File: src/rtl/gsv_pkg.sv
package gsv_pkg;
  typedef logic [2:0] dir_code_t;

  // Unit move -> direction code, counter-clockwise from +x.
  function automatic dir_code_t dir_code(input logic signed [1:0] dx,
                                         input logic signed [1:0] dy);
    case ({dx, dy})
      4'b01_00: dir_code = 3'd0;
      4'b01_01: dir_code = 3'd1;
      4'b00_01: dir_code = 3'd2;
      4'b11_01: dir_code = 3'd3;
      4'b11_00: dir_code = 3'd4;
      4'b11_11: dir_code = 3'd5;
      4'b00_11: dir_code = 3'd6;
      4'b01_11: dir_code = 3'd7;
      default:  dir_code = 3'd0;
    endcase
  endfunction
endpackage

File: src/rtl/gsv_dir_quant.sv
module gsv_dir_quant
  import gsv_pkg::*;
#(
  parameter int GW = 12
) (
  input  logic signed [GW-1:0] gx_i,
  input  logic signed [GW-1:0] gy_i,
  output logic                 zero_o,
  output logic signed [1:0]    dx_o,
  output logic signed [1:0]    dy_o,
  output dir_code_t            code_o
);
  localparam int MW = GW + 5;

  logic signed [GW:0] gxe, gye;
  logic [GW:0]        ax, ay;
  logic [MW-1:0]      ax12, ay12, ax5, ay5;
  logic               keep_x, keep_y;

  assign gxe = gx_i;
  assign gye = gy_i;

  always_comb begin
    ax   = gxe[GW] ? -gxe : gxe;
    ay   = gye[GW] ? -gye : gye;
    // 5/12 threshold built from shifts and adds
    ax12 = ({4'b0, ax} << 3) + ({4'b0, ax} << 2);
    ay12 = ({4'b0, ay} << 3) + ({4'b0, ay} << 2);
    ax5  = ({4'b0, ax} << 2) + {4'b0, ax};
    ay5  = ({4'b0, ay} << 2) + {4'b0, ay};
    keep_x = !(ax12 < ay5);
    keep_y = !(ay12 < ax5);
    // descend: move against the gradient sign
    if (!keep_x || gx_i == '0) dx_o = 2'sd0;
    else if (gx_i[GW-1])       dx_o = 2'sd1;
    else                       dx_o = -2'sd1;
    if (!keep_y || gy_i == '0) dy_o = 2'sd0;
    else if (gy_i[GW-1])       dy_o = 2'sd1;
    else                       dy_o = -2'sd1;
    zero_o = (gx_i == '0) && (gy_i == '0);
    code_o = dir_code(dx_o, dy_o);
  end
endmodule

File: src/rtl/gsv_vec_fifo.sv
module gsv_vec_fifo #(
  parameter int W     = 12,
  parameter int DEPTH = 4
) (
  input  logic         clk,
  input  logic         rst_n,
  input  logic         clr_i,
  input  logic         push_i,
  input  logic [W-1:0] din_i,
  input  logic         pop_i,
  output logic [W-1:0] dout_o,
  output logic         full_o,
  output logic         empty_o
);
  localparam int AW = (DEPTH > 1) ? $clog2(DEPTH) : 1;
  localparam int CW = $clog2(DEPTH + 1);
  localparam logic [CW-1:0] DEPTH_C = CW'(DEPTH);
  localparam logic [AW-1:0] LAST    = AW'(DEPTH - 1);

  logic [W-1:0]  mem [DEPTH];
  logic [AW-1:0] wp, rp;
  logic [CW-1:0] cnt;
  logic          do_push, do_pop;

  assign full_o  = (cnt == DEPTH_C);
  assign empty_o = (cnt == '0);
  assign dout_o  = mem[rp];
  assign do_push = push_i && !full_o;
  assign do_pop  = pop_i && !empty_o;

  always_ff @(posedge clk or negedge rst_n) begin
    if (!rst_n) begin
      wp <= '0; rp <= '0; cnt <= '0;
    end else if (clr_i) begin
      wp <= '0; rp <= '0; cnt <= '0;
    end else begin
      if (do_push) wp <= (wp == LAST) ? '0 : wp + 1'b1;
      if (do_pop)  rp <= (rp == LAST) ? '0 : rp + 1'b1;
      if (do_push && !do_pop)      cnt <= cnt + 1'b1;
      else if (do_pop && !do_push) cnt <= cnt - 1'b1;
    end
  end

  always_ff @(posedge clk) begin
    if (do_push && !clr_i) mem[wp] <= din_i;
  end

  AST_FIFO_COUNT_BOUND: assert property (@(posedge clk) disable iff (!rst_n)
    cnt <= DEPTH_C);
  AST_FIFO_FULL_BLOCKS: assert property (@(posedge clk) disable iff (!rst_n)
    (full_o && !pop_i && !clr_i) |=> full_o && (wp == $past(wp)));
endmodule

File: src/rtl/gsv_best_track.sv
module gsv_best_track #(
  parameter int VW = 6,
  parameter int EW = 16
) (
  input  logic          clk,
  input  logic          rst_n,
  input  logic          seed_i,
  input  logic [VW-1:0] seed_vx_i,
  input  logic [VW-1:0] seed_vy_i,
  input  logic          upd_i,
  input  logic [EW-1:0] err_i,
  input  logic [VW-1:0] vx_i,
  input  logic [VW-1:0] vy_i,
  output logic [VW-1:0] best_vx_o,
  output logic [VW-1:0] best_vy_o,
  output logic [EW-1:0] best_err_o
);
  always_ff @(posedge clk or negedge rst_n) begin
    if (!rst_n) begin
      best_vx_o  <= '0;
      best_vy_o  <= '0;
      best_err_o <= '1;
    end else if (seed_i) begin
      best_vx_o  <= seed_vx_i;
      best_vy_o  <= seed_vy_i;
      best_err_o <= '1;
    end else if (upd_i && (err_i < best_err_o)) begin
      best_vx_o  <= vx_i;
      best_vy_o  <= vy_i;
      best_err_o <= err_i;
    end
  end

  AST_BEST_ERR_NONINC: assert property (@(posedge clk) disable iff (!rst_n)
    !seed_i |=> best_err_o <= $past(best_err_o));
  AST_BEST_HOLD_IDLE: assert property (@(posedge clk) disable iff (!rst_n)
    (!seed_i && !upd_i) |=> $stable(best_vx_o) && $stable(best_vy_o));
endmodule

File: src/rtl/grad_search_vecgen.sv
module grad_search_vecgen
  import gsv_pkg::*;
#(
  parameter int VW     = 6,
  parameter int GW     = 12,
  parameter int EW     = 16,
  parameter int RANGE  = 16,
  parameter int LUMP   = 3,
  parameter int ITERS  = 2,
  parameter int FDEPTH = 4
) (
  input  logic          clk,
  input  logic          rst_n,
  input  logic          init_i,
  input  logic [VW-1:0] pred_vx_i,
  input  logic [VW-1:0] pred_vy_i,
  input  logic          grad_valid_i,
  input  logic [GW-1:0] grad_x_i,
  input  logic [GW-1:0] grad_y_i,
  input  logic          step_i,
  input  logic          iss_valid_i,
  output logic          iss_ready_o,
  input  logic          res_valid_i,
  input  logic [EW-1:0] res_err_i,
  output logic          res_ready_o,
  output logic [VW-1:0] cur_vx_o,
  output logic [VW-1:0] cur_vy_o,
  output logic [2:0]    dir_o,
  output logic [VW-1:0] best_vx_o,
  output logic [VW-1:0] best_vy_o,
  output logic [EW-1:0] best_err_o,
  output logic          done_o
);
  localparam int SW = $clog2(LUMP + 1);
  localparam int IW = $clog2(ITERS + 1);
  localparam logic [SW-1:0] LUMP_L  = SW'(LUMP);
  localparam logic [IW-1:0] ITERS_L = IW'(ITERS);
  localparam logic signed [VW:0] RHI = (VW+1)'(RANGE);
  localparam logic signed [VW:0] RLO = -RHI;

  // direction quantiser
  logic             q_zero;
  logic signed [1:0] q_dx, q_dy;
  dir_code_t        q_code;

  gsv_dir_quant #(.GW(GW)) u_quant (
    .gx_i(grad_x_i), .gy_i(grad_y_i),
    .zero_o(q_zero), .dx_o(q_dx), .dy_o(q_dy), .code_o(q_code)
  );

  // search state
  logic signed [VW-1:0] cur_x, cur_y;
  logic signed [1:0]    dx_q, dy_q;
  dir_code_t            code_q;
  logic                 have_dir;
  logic [SW-1:0]        steps_q;
  logic [IW-1:0]        iters_q;
  logic                 done_q;
  logic signed [VW:0]   nx, ny, cur_xe, cur_ye;
  logic                 nxt_ok, grad_stop;

  assign cur_xe = cur_x;
  assign cur_ye = cur_y;
  assign nx = cur_xe + VW'(dx_q);
  assign ny = cur_ye + VW'(dy_q);
  assign nxt_ok = (nx >= RLO) && (nx <= RHI) && (ny >= RLO) && (ny <= RHI);
  assign grad_stop = q_zero || (iters_q == ITERS_L) || (have_dir && (q_code == code_q));

  always_ff @(posedge clk or negedge rst_n) begin
    if (!rst_n) begin
      cur_x <= '0; cur_y <= '0; dx_q <= '0; dy_q <= '0; code_q <= '0;
      have_dir <= 1'b0; steps_q <= '0; iters_q <= '0; done_q <= 1'b0;
    end else begin
      done_q <= 1'b0;
      if (init_i) begin
        cur_x <= pred_vx_i; cur_y <= pred_vy_i;
        dx_q <= '0; dy_q <= '0; code_q <= '0;
        have_dir <= 1'b0; steps_q <= '0; iters_q <= '0;
      end else if (grad_valid_i) begin
        if (grad_stop) begin
          done_q <= 1'b1;
        end else begin
          dx_q <= q_dx; dy_q <= q_dy; code_q <= q_code; have_dir <= 1'b1;
          cur_x <= best_vx_o; cur_y <= best_vy_o;
          steps_q <= '0; iters_q <= iters_q + 1'b1;
        end
      end else if (step_i && have_dir && (steps_q < LUMP_L)) begin
        if (nxt_ok) begin
          cur_x <= nx[VW-1:0]; cur_y <= ny[VW-1:0];
          steps_q <= steps_q + 1'b1;
        end else begin
          done_q <= 1'b1;
        end
      end
    end
  end

  // evaluation queue: vectors waiting for their error results
  logic              f_full, f_empty, f_push, f_pop;
  logic [2*VW-1:0]   f_dout;

  assign f_push = iss_valid_i && !init_i;
  assign f_pop  = res_valid_i && !init_i;

  gsv_vec_fifo #(.W(2*VW), .DEPTH(FDEPTH)) u_fifo (
    .clk(clk), .rst_n(rst_n), .clr_i(init_i),
    .push_i(f_push), .din_i({cur_x, cur_y}),
    .pop_i(f_pop), .dout_o(f_dout), .full_o(f_full), .empty_o(f_empty)
  );

  gsv_best_track #(.VW(VW), .EW(EW)) u_best (
    .clk(clk), .rst_n(rst_n),
    .seed_i(init_i), .seed_vx_i(pred_vx_i), .seed_vy_i(pred_vy_i),
    .upd_i(f_pop && !f_empty), .err_i(res_err_i),
    .vx_i(f_dout[2*VW-1:VW]), .vy_i(f_dout[VW-1:0]),
    .best_vx_o(best_vx_o), .best_vy_o(best_vy_o), .best_err_o(best_err_o)
  );

  assign iss_ready_o = !f_full;
  assign res_ready_o = !f_empty;
  assign cur_vx_o    = cur_x;
  assign cur_vy_o    = cur_y;
  assign dir_o       = code_q;
  assign done_o      = done_q;

  AST_CUR_IN_RANGE: assert property (@(posedge clk) disable iff (!rst_n)
    !$past(init_i) |-> (cur_xe >= RLO) && (cur_xe <= RHI) && (cur_ye >= RLO) && (cur_ye <= RHI));
  AST_STEP_UNIT: assert property (@(posedge clk) disable iff (!rst_n)
    (!init_i && !grad_valid_i) |=> ((cur_xe - $past(cur_xe)) <= 1) && ((cur_xe - $past(cur_xe)) >= -1)
                                 && ((cur_ye - $past(cur_ye)) <= 1) && ((cur_ye - $past(cur_ye)) >= -1));
  AST_GRAD_TAKES_BEST: assert property (@(posedge clk) disable iff (!rst_n)
    (grad_valid_i && !init_i) |=> done_o || ((cur_x == $past(best_vx_o)) && (cur_y == $past(best_vy_o))));
  AST_DONE_CAUSE: assert property (@(posedge clk) disable iff (!rst_n)
    done_o |-> $past(grad_valid_i || step_i) && !$past(init_i));
  AST_DONE_HOLDS_CUR: assert property (@(posedge clk) disable iff (!rst_n)
    done_o |-> $stable(cur_x) && $stable(cur_y));
endmodule

File: config.mk
export PLATFORM = sky130hd
export DESIGN_NAME = grad_search_vecgen
export DESIGN_NICKNAME = d
export VERILOG_FILES = /design/src/rtl/gsv_pkg.sv /design/src/rtl/gsv_dir_quant.sv /design/src/rtl/gsv_vec_fifo.sv /design/src/rtl/gsv_best_track.sv /design/src/rtl/grad_search_vecgen.sv
export SDC_FILE = /design/constraint.sdc
export NUM_CORES = 1
export LEC_CHECK = 0
export BUFFER_PORTS_ARGS = -buffer_cell sky130_fd_sc_hd__buf_4
export CORE_ASPECT_RATIO = 0.8
export CORE_MARGIN = 4
export CORE_UTILIZATION = 55
export CTS_CLUSTER_DIAMETER = 120
export DETAILED_ROUTE_END_ITERATION = 10
export PLACE_DENSITY_LB_ADDON = 0.3
export SETUP_SLACK_MARGIN = 0.5
export SLEW_MARGIN = 20
export SYNTH_ARGS = -nofsm -noshare
export SYNTH_HDL_FRONTEND = slang
export SYNTH_HIERARCHICAL = 1
export SYNTH_SLANG_ARGS = --single-unit
File: constraint.sdc
create_clock -name clk -period 6.9 [get_ports clk]
set_input_delay 1.035 -clock clk [delete_from_list [all_inputs] [get_ports clk]]
set_output_delay 1.035 -clock clk [all_outputs]
set_load 0.01 [all_outputs]
==> flow_summary.json, run 1 <==
{
  "outcome": "finished clean",
  "clock_latency_ns": 0.36,
  "synth_fa_ha_area_frac": 0.151,
  "design.core.area_mm2": 0.0174,
  "switching_share": 0.433,
  "synth-async-reset-ratio": 0.556,
  "die_width_um": 158,
  "hold_ws_ns": 0.482,
  "crit_path_start": "grad_x_i[1]",
  "cp-end-kind": "flop",
  "max-vdd-ir-drop_mv": 0.215,
  "track_usage": 0.240,
  "instances_no_fill": 1410,
  "fin_crit_ns": 6.46,
  "yosys.area_share.simple": 0.159,
  "skew_ns": 0.0129,
  "drt-total-wl_mm": 26.2,
  "tightest_slew_ns": 1.09,
  "rows": 43,
  "ant_nets": 0,
  "antenna_found_initial": 0,
  "clk_pin_slew_ns": 0.07,
  "htree_levels": 3,
  "hold_start": "iters_q[1]",
  "gr-total-overflow": 0,
  "dp_cells": 1350,
  "worstSetupPathType": "input port to flop",
  "synth_edf_count": 48,
  "seq_area_frac_synth": 0.301,
  "syn_area_mm2": 0.00985,
  "cts.sinks": 108,
  "final_nets": 1354,
  "area.growth.synth_to_final_pct": 23.3,
  "synth_cell_types": 98,
  "placed_area_mm2": 0.0109,
  "finalHoldViolations": 0,
  "timing.fmax_ghz": 0.155,
  "die_area_mm2": 0.0201,
  "cts-root-buf": "clkbuf_16",
  "synth.area.mux_share": 0.0970,
  "cts_tree": "done",
  "synth_area_per_cell_um2": 9.57,
  "setup_viol": 0,
  "syn_inst": 1029,
  "holdPathStages": 2,
  "numPortBuffers": 104,
  "slew_headroom": 0.273,
  "crit_required_ns": 7.08,
  "drive_above_1_share": 0.289,
  "arrival_ns": 6.64,
  "ys.flop_type": "edfxtp_1",
  "gp_congestion": 0.929,
  "wl_per_cell_um": 18.6,
  "p_sw_mw": 1.44,
  "cts_made_buffers": 9,
  "ioPinCount": 105,
  "dp_hpwl_mm": 18.1,
  "synth-compound-area-share": 0.184,
  "clkPwrFrac": 0.157,
  "drtIter0Drc": 680,
  "layout_common_cells": "buf_4 (165), ha_1 (93), nor2_1 (73)",
  "synth-seq-cells": 108,
  "p_leak_nw": 5.53,
  "slew_violations": 0,
  "rsz0062_at_grt": "false",
  "p_per_area_mw_per_mm2": 275,
  "startpoint_type": "input port",
  "start_util": 0.565,
  "r2r-start": "cur_vy_o[0]",
  "drc": 0,
  "reg2regPathDepth": 13,
  "path_max_fanout": 6,
  "die_y_um": 128,
  "grt_pass1_wl_mm": 39.6,
  "seqPwrFrac": 0.287,
  "num_antenna_cells": 0,
  "cp_common_cell": "buf_6",
  "num_vias": 8620,
  "hold_class": "flop to flop",
  "firstDrtPassIters": 5,
  "avgViaCountPerCell": 6.11,
  "final_common_cell": "buf_4",
  "hold_buffers": 0,
  "grt_max_degree": 66,
  "clock_path_buffers": 2,
  "synth_top_family_by_area": "compound AO/OA/AOI/OAI gates",
  "pwr-share-comb": 0.556,
  "fin_crit_sh": 0.936,
  "fin_area_mm2": 0.0121,
  "intPower_mw": 1.89,
  "drv_cap": 0,
  "grt_pass1_vias": 7928,
  "synth_xor_area_frac": 0.0577,
  "synth_warnings": 6,
  "max_stage_delay_ns": 0.37,
  "cp_slowest_cell": "fa_2"
}
## layout make-up
type                    count  area, um2
flip-flops and latches    108       2960
repair buffers            174       1350
clock inverters             7       73.8
inverters                  71        273
fillers                  1263       5290
multi-input cells         816       6980
clock buffers               9        225
well taps                 225        282
## registers in the layout (all words and copies together), names as in the netlist, 2 cells and up
signal,cells
u_best/best_vx_o,6
u_best/best_vy_o,6
dx_q,2
u_fifo/wp,2
u_fifo/mem,48
dir_o,3
iters_q,2
u_best/best_err_o,16
cur_vx_o,6
u_fifo/cnt,3
cur_vy_o,6
u_fifo/rp,2
steps_q,2
dy_q,2
## power by group through the flow
stage | Clock, mW | Sequential (mW) | Combinational (mW)
2_1_floorplan | 0 | 0.934 | 1.22
3_3_place_gp | 0 | 0.962 | 1.57
3_5_place_dp | 0 | 0.969 | 1.62
4_1_cts | 0.530 | 0.957 | 1.65
5_1_grt | 0.559 | 0.975 | 2.04
6_report | 0.523 | 0.957 | 1.86
## through the flow
stage / setup TNS, ns / power, mW / worst slack (ns) / util
after CTS: 0 / 3.14 / 0.506 / 0.651
after global routing: 0 / 3.58 / 0.244 / 0.697
after floorplan: 0 / 2.15 / 0.505 / -
after global placement: 0 / 2.53 / 0.201 / 0.627
final: 0 / 3.34 / 0.440 / 0.697
after detailed placement: -0.0185 / 2.58 / -0.0164 / 0.627
## worst max-delay path, delay by kind of cell
kind | cells | cell delay (ns)
and+or+nand+nor | 4 | 0.68
adders and majority gates | 3 | 0.72
buffers and inverters | 5 | 0.56
xor gates and xnor gates | 3 | 0.50
AOI/OAI and AO/OA | 17 | 3.13
## what timing repair did
action	CTS	global route
resized for setup	19	102
endpoints found under the hold margin	0	0
pin swaps	10	62
endpoints found under the setup margin	9	15
setup buffers	6	38
## cells in the mapped netlist, types with 13 or more instances
cell type | instances | area [um2]
inv_1 | 68 | 255
edfxtp_1 | 48 | 1440
xor2_1 | 19 | 166
ha_1 | 108 | 1350
o21ai_0 | 42 | 210
dfstp_2 | 16 | 420
clkbuf_1 | 24 | 90.1
nand3_1 | 22 | 110
xnor2_1 | 44 | 385
a31oi_1 | 13 | 81.3
mux2i_1 | 64 | 641
nand2_1 | 59 | 221
nor2_1 | 76 | 285
dfrtp_1 | 44 | 1100
nor3_1 | 25 | 125
nor2b_1 | 16 | 100
a21oi_1 | 62 | 310
a21o_1 | 24 | 180
## final timing paths
kind	slack, ns	to
max	0.44	cur_vy_o[3]
max in group asynchronous	5.55	iters_q[1]
min in group asynchronous	0.77	u_best/best_vy_o[1]
min	0.48	iters_q[1]
min reg2reg	0.48	iters_q[1]
max reg2reg	3.12	cur_vy_o[2]
## cells by family (layout without fill, tap and decap cells)
family                     after synthesis  count (layout)
adders and majority gates              115             115
buffers and inverters                  111             261
xor gates and xnor gates                64              64
DFF                                    108             108
and+or+nand+nor                        295             295
other                                    1               7
AOI/OAI and AO/OA                      255             255
muxes                                   80              80
## per-layer routing
layer,up-vias,GRT usage,part of all wire
met5,-,0,0
met4,0,0.0470,0.016
met3,41,0.0395,0.067
met2,304,0.361,0.45
met1,4155,0.368,0.47
li1,4120,-,-
No activity file was read; power rests on OpenSTA's default activity.
==> run 2, diff against run 1 <==
Settings changed: SETUP_SLACK_MARGIN 0.5 to 0.05.
==> run 2 against run 1 <==
Net effect:
- hold slack improved by 0.015 ns
- clock skew decreased by 0.0012 ns
- final cell count decreased by 2.5%
- critical path depth decreased by 2
- first-iteration DRC count increased by 5.6%
- combinational power decreased by 9%
- global-route usage decreased by 0.70 points
- wire length decreased by 8.9%
- largest power group unchanged
==> flow_summary.json, run 2 (synthesized netlist as in run 1, its figures left out) <==
{
  "fin_area_mm2": 0.0114,
  "grt_pass1_wl_mm": 39.0,
  "worstSetupPathType": "input port to flop",
  "ant_nets": 0,
  "timing.fmax_ghz": 0.152,
  "wl_met1_mm": 12.0,
  "tns_ns": 0,
  "final_nets": 1319,
  "p_per_area_mw_per_mm2": 279,
  "die_y_um": 128,
  "max_stage_delay_ns": 0.43,
  "num_vias": 8270,
  "cts.sinks": 108,
  "area.growth.synth_to_final_pct": 15.8,
  "cp_slowest_cell": "fa_1",
  "drv_cap": 0,
  "layout_common_cells": "buf_4 (138), ha_1 (107), nor2_1 (75)",
  "p_leak_nw": 5.27,
  "track_usage": 0.233,
  "start_util": 0.565,
  "rows": 43,
  "cts_made_buffers": 9,
  "antenna_found_initial": 0,
  "drt-total-wl_mm": 23.9,
  "die_width_um": 158,
  "fin_crit_ns": 6.58,
  "placed_area_mm2": 0.0110,
  "gp_congestion": 0.947,
  "numPortBuffers": 104,
  "outcome": "finished clean",
  "arrival_ns": 6.80,
  "reg_top3": "u_fifo/mem x48, u_best/best_err_o x16",
  "drive_above_1_share": 0.213,
  "dp_cells": 1354,
  "largest_reg_flops": 48,
  "die_area_mm2": 0.0201,
  "slew_headroom": 0.325,
  "setup_viol": 0,
  "drtIter0Drc": 718,
  "wl_per_cell_um": 17.4,
  "startpoint_type": "input port",
  "skew_ns": 0.0117,
  "num_antenna_cells": 0,
  "fin_crit_sh": 0.953,
  "routed.top_layer": "met4",
  "cts_tree": "done",
  "crit_required_ns": 7.12,
  "wl_met3_mm": 1.42,
  "final_common_cell": "buf_4",
  "clock_latency_ns": 0.35,
  "finalHoldViolations": 0,
  "path_max_fanout": 7,
  "instances_no_fill": 1375,
  "largest_register": "u_fifo/mem",
  "finalPower_mw": 3.18,
  "slew_violations": 0,
  "cts-root-buf": "clkbuf_16",
  "avgViaCountPerCell": 6.01,
  "drc": 0,
  "firstDrtPassIters": 5,
  "design.core.area_mm2": 0.0174,
  "ioPinCount": 105,
  "gr-total-overflow": 0,
  "tightest_slew_ns": 1.01,
  "cp-end-kind": "flop",
  "dp_hpwl_mm": 18.0,
  "max-vdd-ir-drop_mv": 0.218,
  "clk_pin_slew_ns": 0.08,
  "hold_ws_ns": 0.497,
  "hold_class": "flop to flop",
  "htree_levels": 3,
  "clock_path_buffers": 2,
  "grt_pass1_vias": 7861,
  "grt_max_degree": 67,
  "cp_common_cell": "o21ai_0",
  "dr_wl_met2_mm": 10.2
}
==> run 2: cell types whose count changed in the layout (fill, tap and decap cells not counted), sizes merged <==
cell	change
buf	-35
clkinv	+1
clkinvlp	-1
==> run 2: layout make-up <==
cell class	count	area, um2
clock buffers	9	225
clock inverters	7	96.3
fillers	1395	6020
inverters	71	267
multi-input cells	816	6520
flip-flops and latches	108	2960
well taps	225	282
repair buffers	139	1060
==> run 2: metal layers <==
metal,global-route usage,up-vias
li1,-,4040
met1,0.364,3937
met2,0.352,270
met3,0.0341,23
met4,0.0324,0
met5,0,-
==> run 2: stage by stage <==
stage	setup WS [ns]	utilization
after floorplan	0.230	-
after global routing	-0.0711	0.655
final	0.322	0.655
after detailed placement	-0.205	0.629
after CTS	0.134	0.647
after global placement	0.136	0.629
==> run 2: path summary, 6_finish.rpt <==
path                        startpoint                   to  slack (ns)  depth (start not counted)
max reg2reg                cur_vy_o[0]          cur_vx_o[4]        3.16                         13
min in group asynchronous        rst_n  u_best/best_vy_o[1]        0.79                          1
max in group asynchronous        rst_n  u_best/best_vy_o[5]        5.59                          1
min reg2reg                 iters_q[1]           iters_q[1]        0.50                          2
min                         iters_q[1]           iters_q[1]        0.50                          2
max                        grad_y_i[0]          cur_vx_o[4]        0.32                         30
==> run 2: repair_timing <==
| action | in CTS | in global routing |
|---|---|---|
| hold endpoints to repair | 0 | 0 |
| buffers inserted | 0 | 5 |
| hold buffers | 0 | 0 |
| setup endpoints to repair | 0 | 14 |
| resized for setup | 0 | 21 |
==> run 2: critical path: cells and delay by family <==
kind	cells	cell delay, ns
AOI/OAI and AO/OA	13	2.62
adders and majority gates	4	1.21
and+or+nand+nor	5	0.62
buffers and inverters	5	0.57
xor gates and xnor gates	2	0.39
muxes	1	0.33
==> run 2: power by group <==
| part | total (mW) | switching, mW | internal (mW) | leakage (nW) |
|---|---|---|---|---|
| registers | 0.956 | 0.152 | 0.804 | 1.16 |
| clock network | 0.538 | 0.272 | 0.266 | 0.156 |
| logic | 1.69 | 0.952 | 0.739 | 3.96 |
| total | 3.18 | 1.38 | 1.81 | 5.27 |
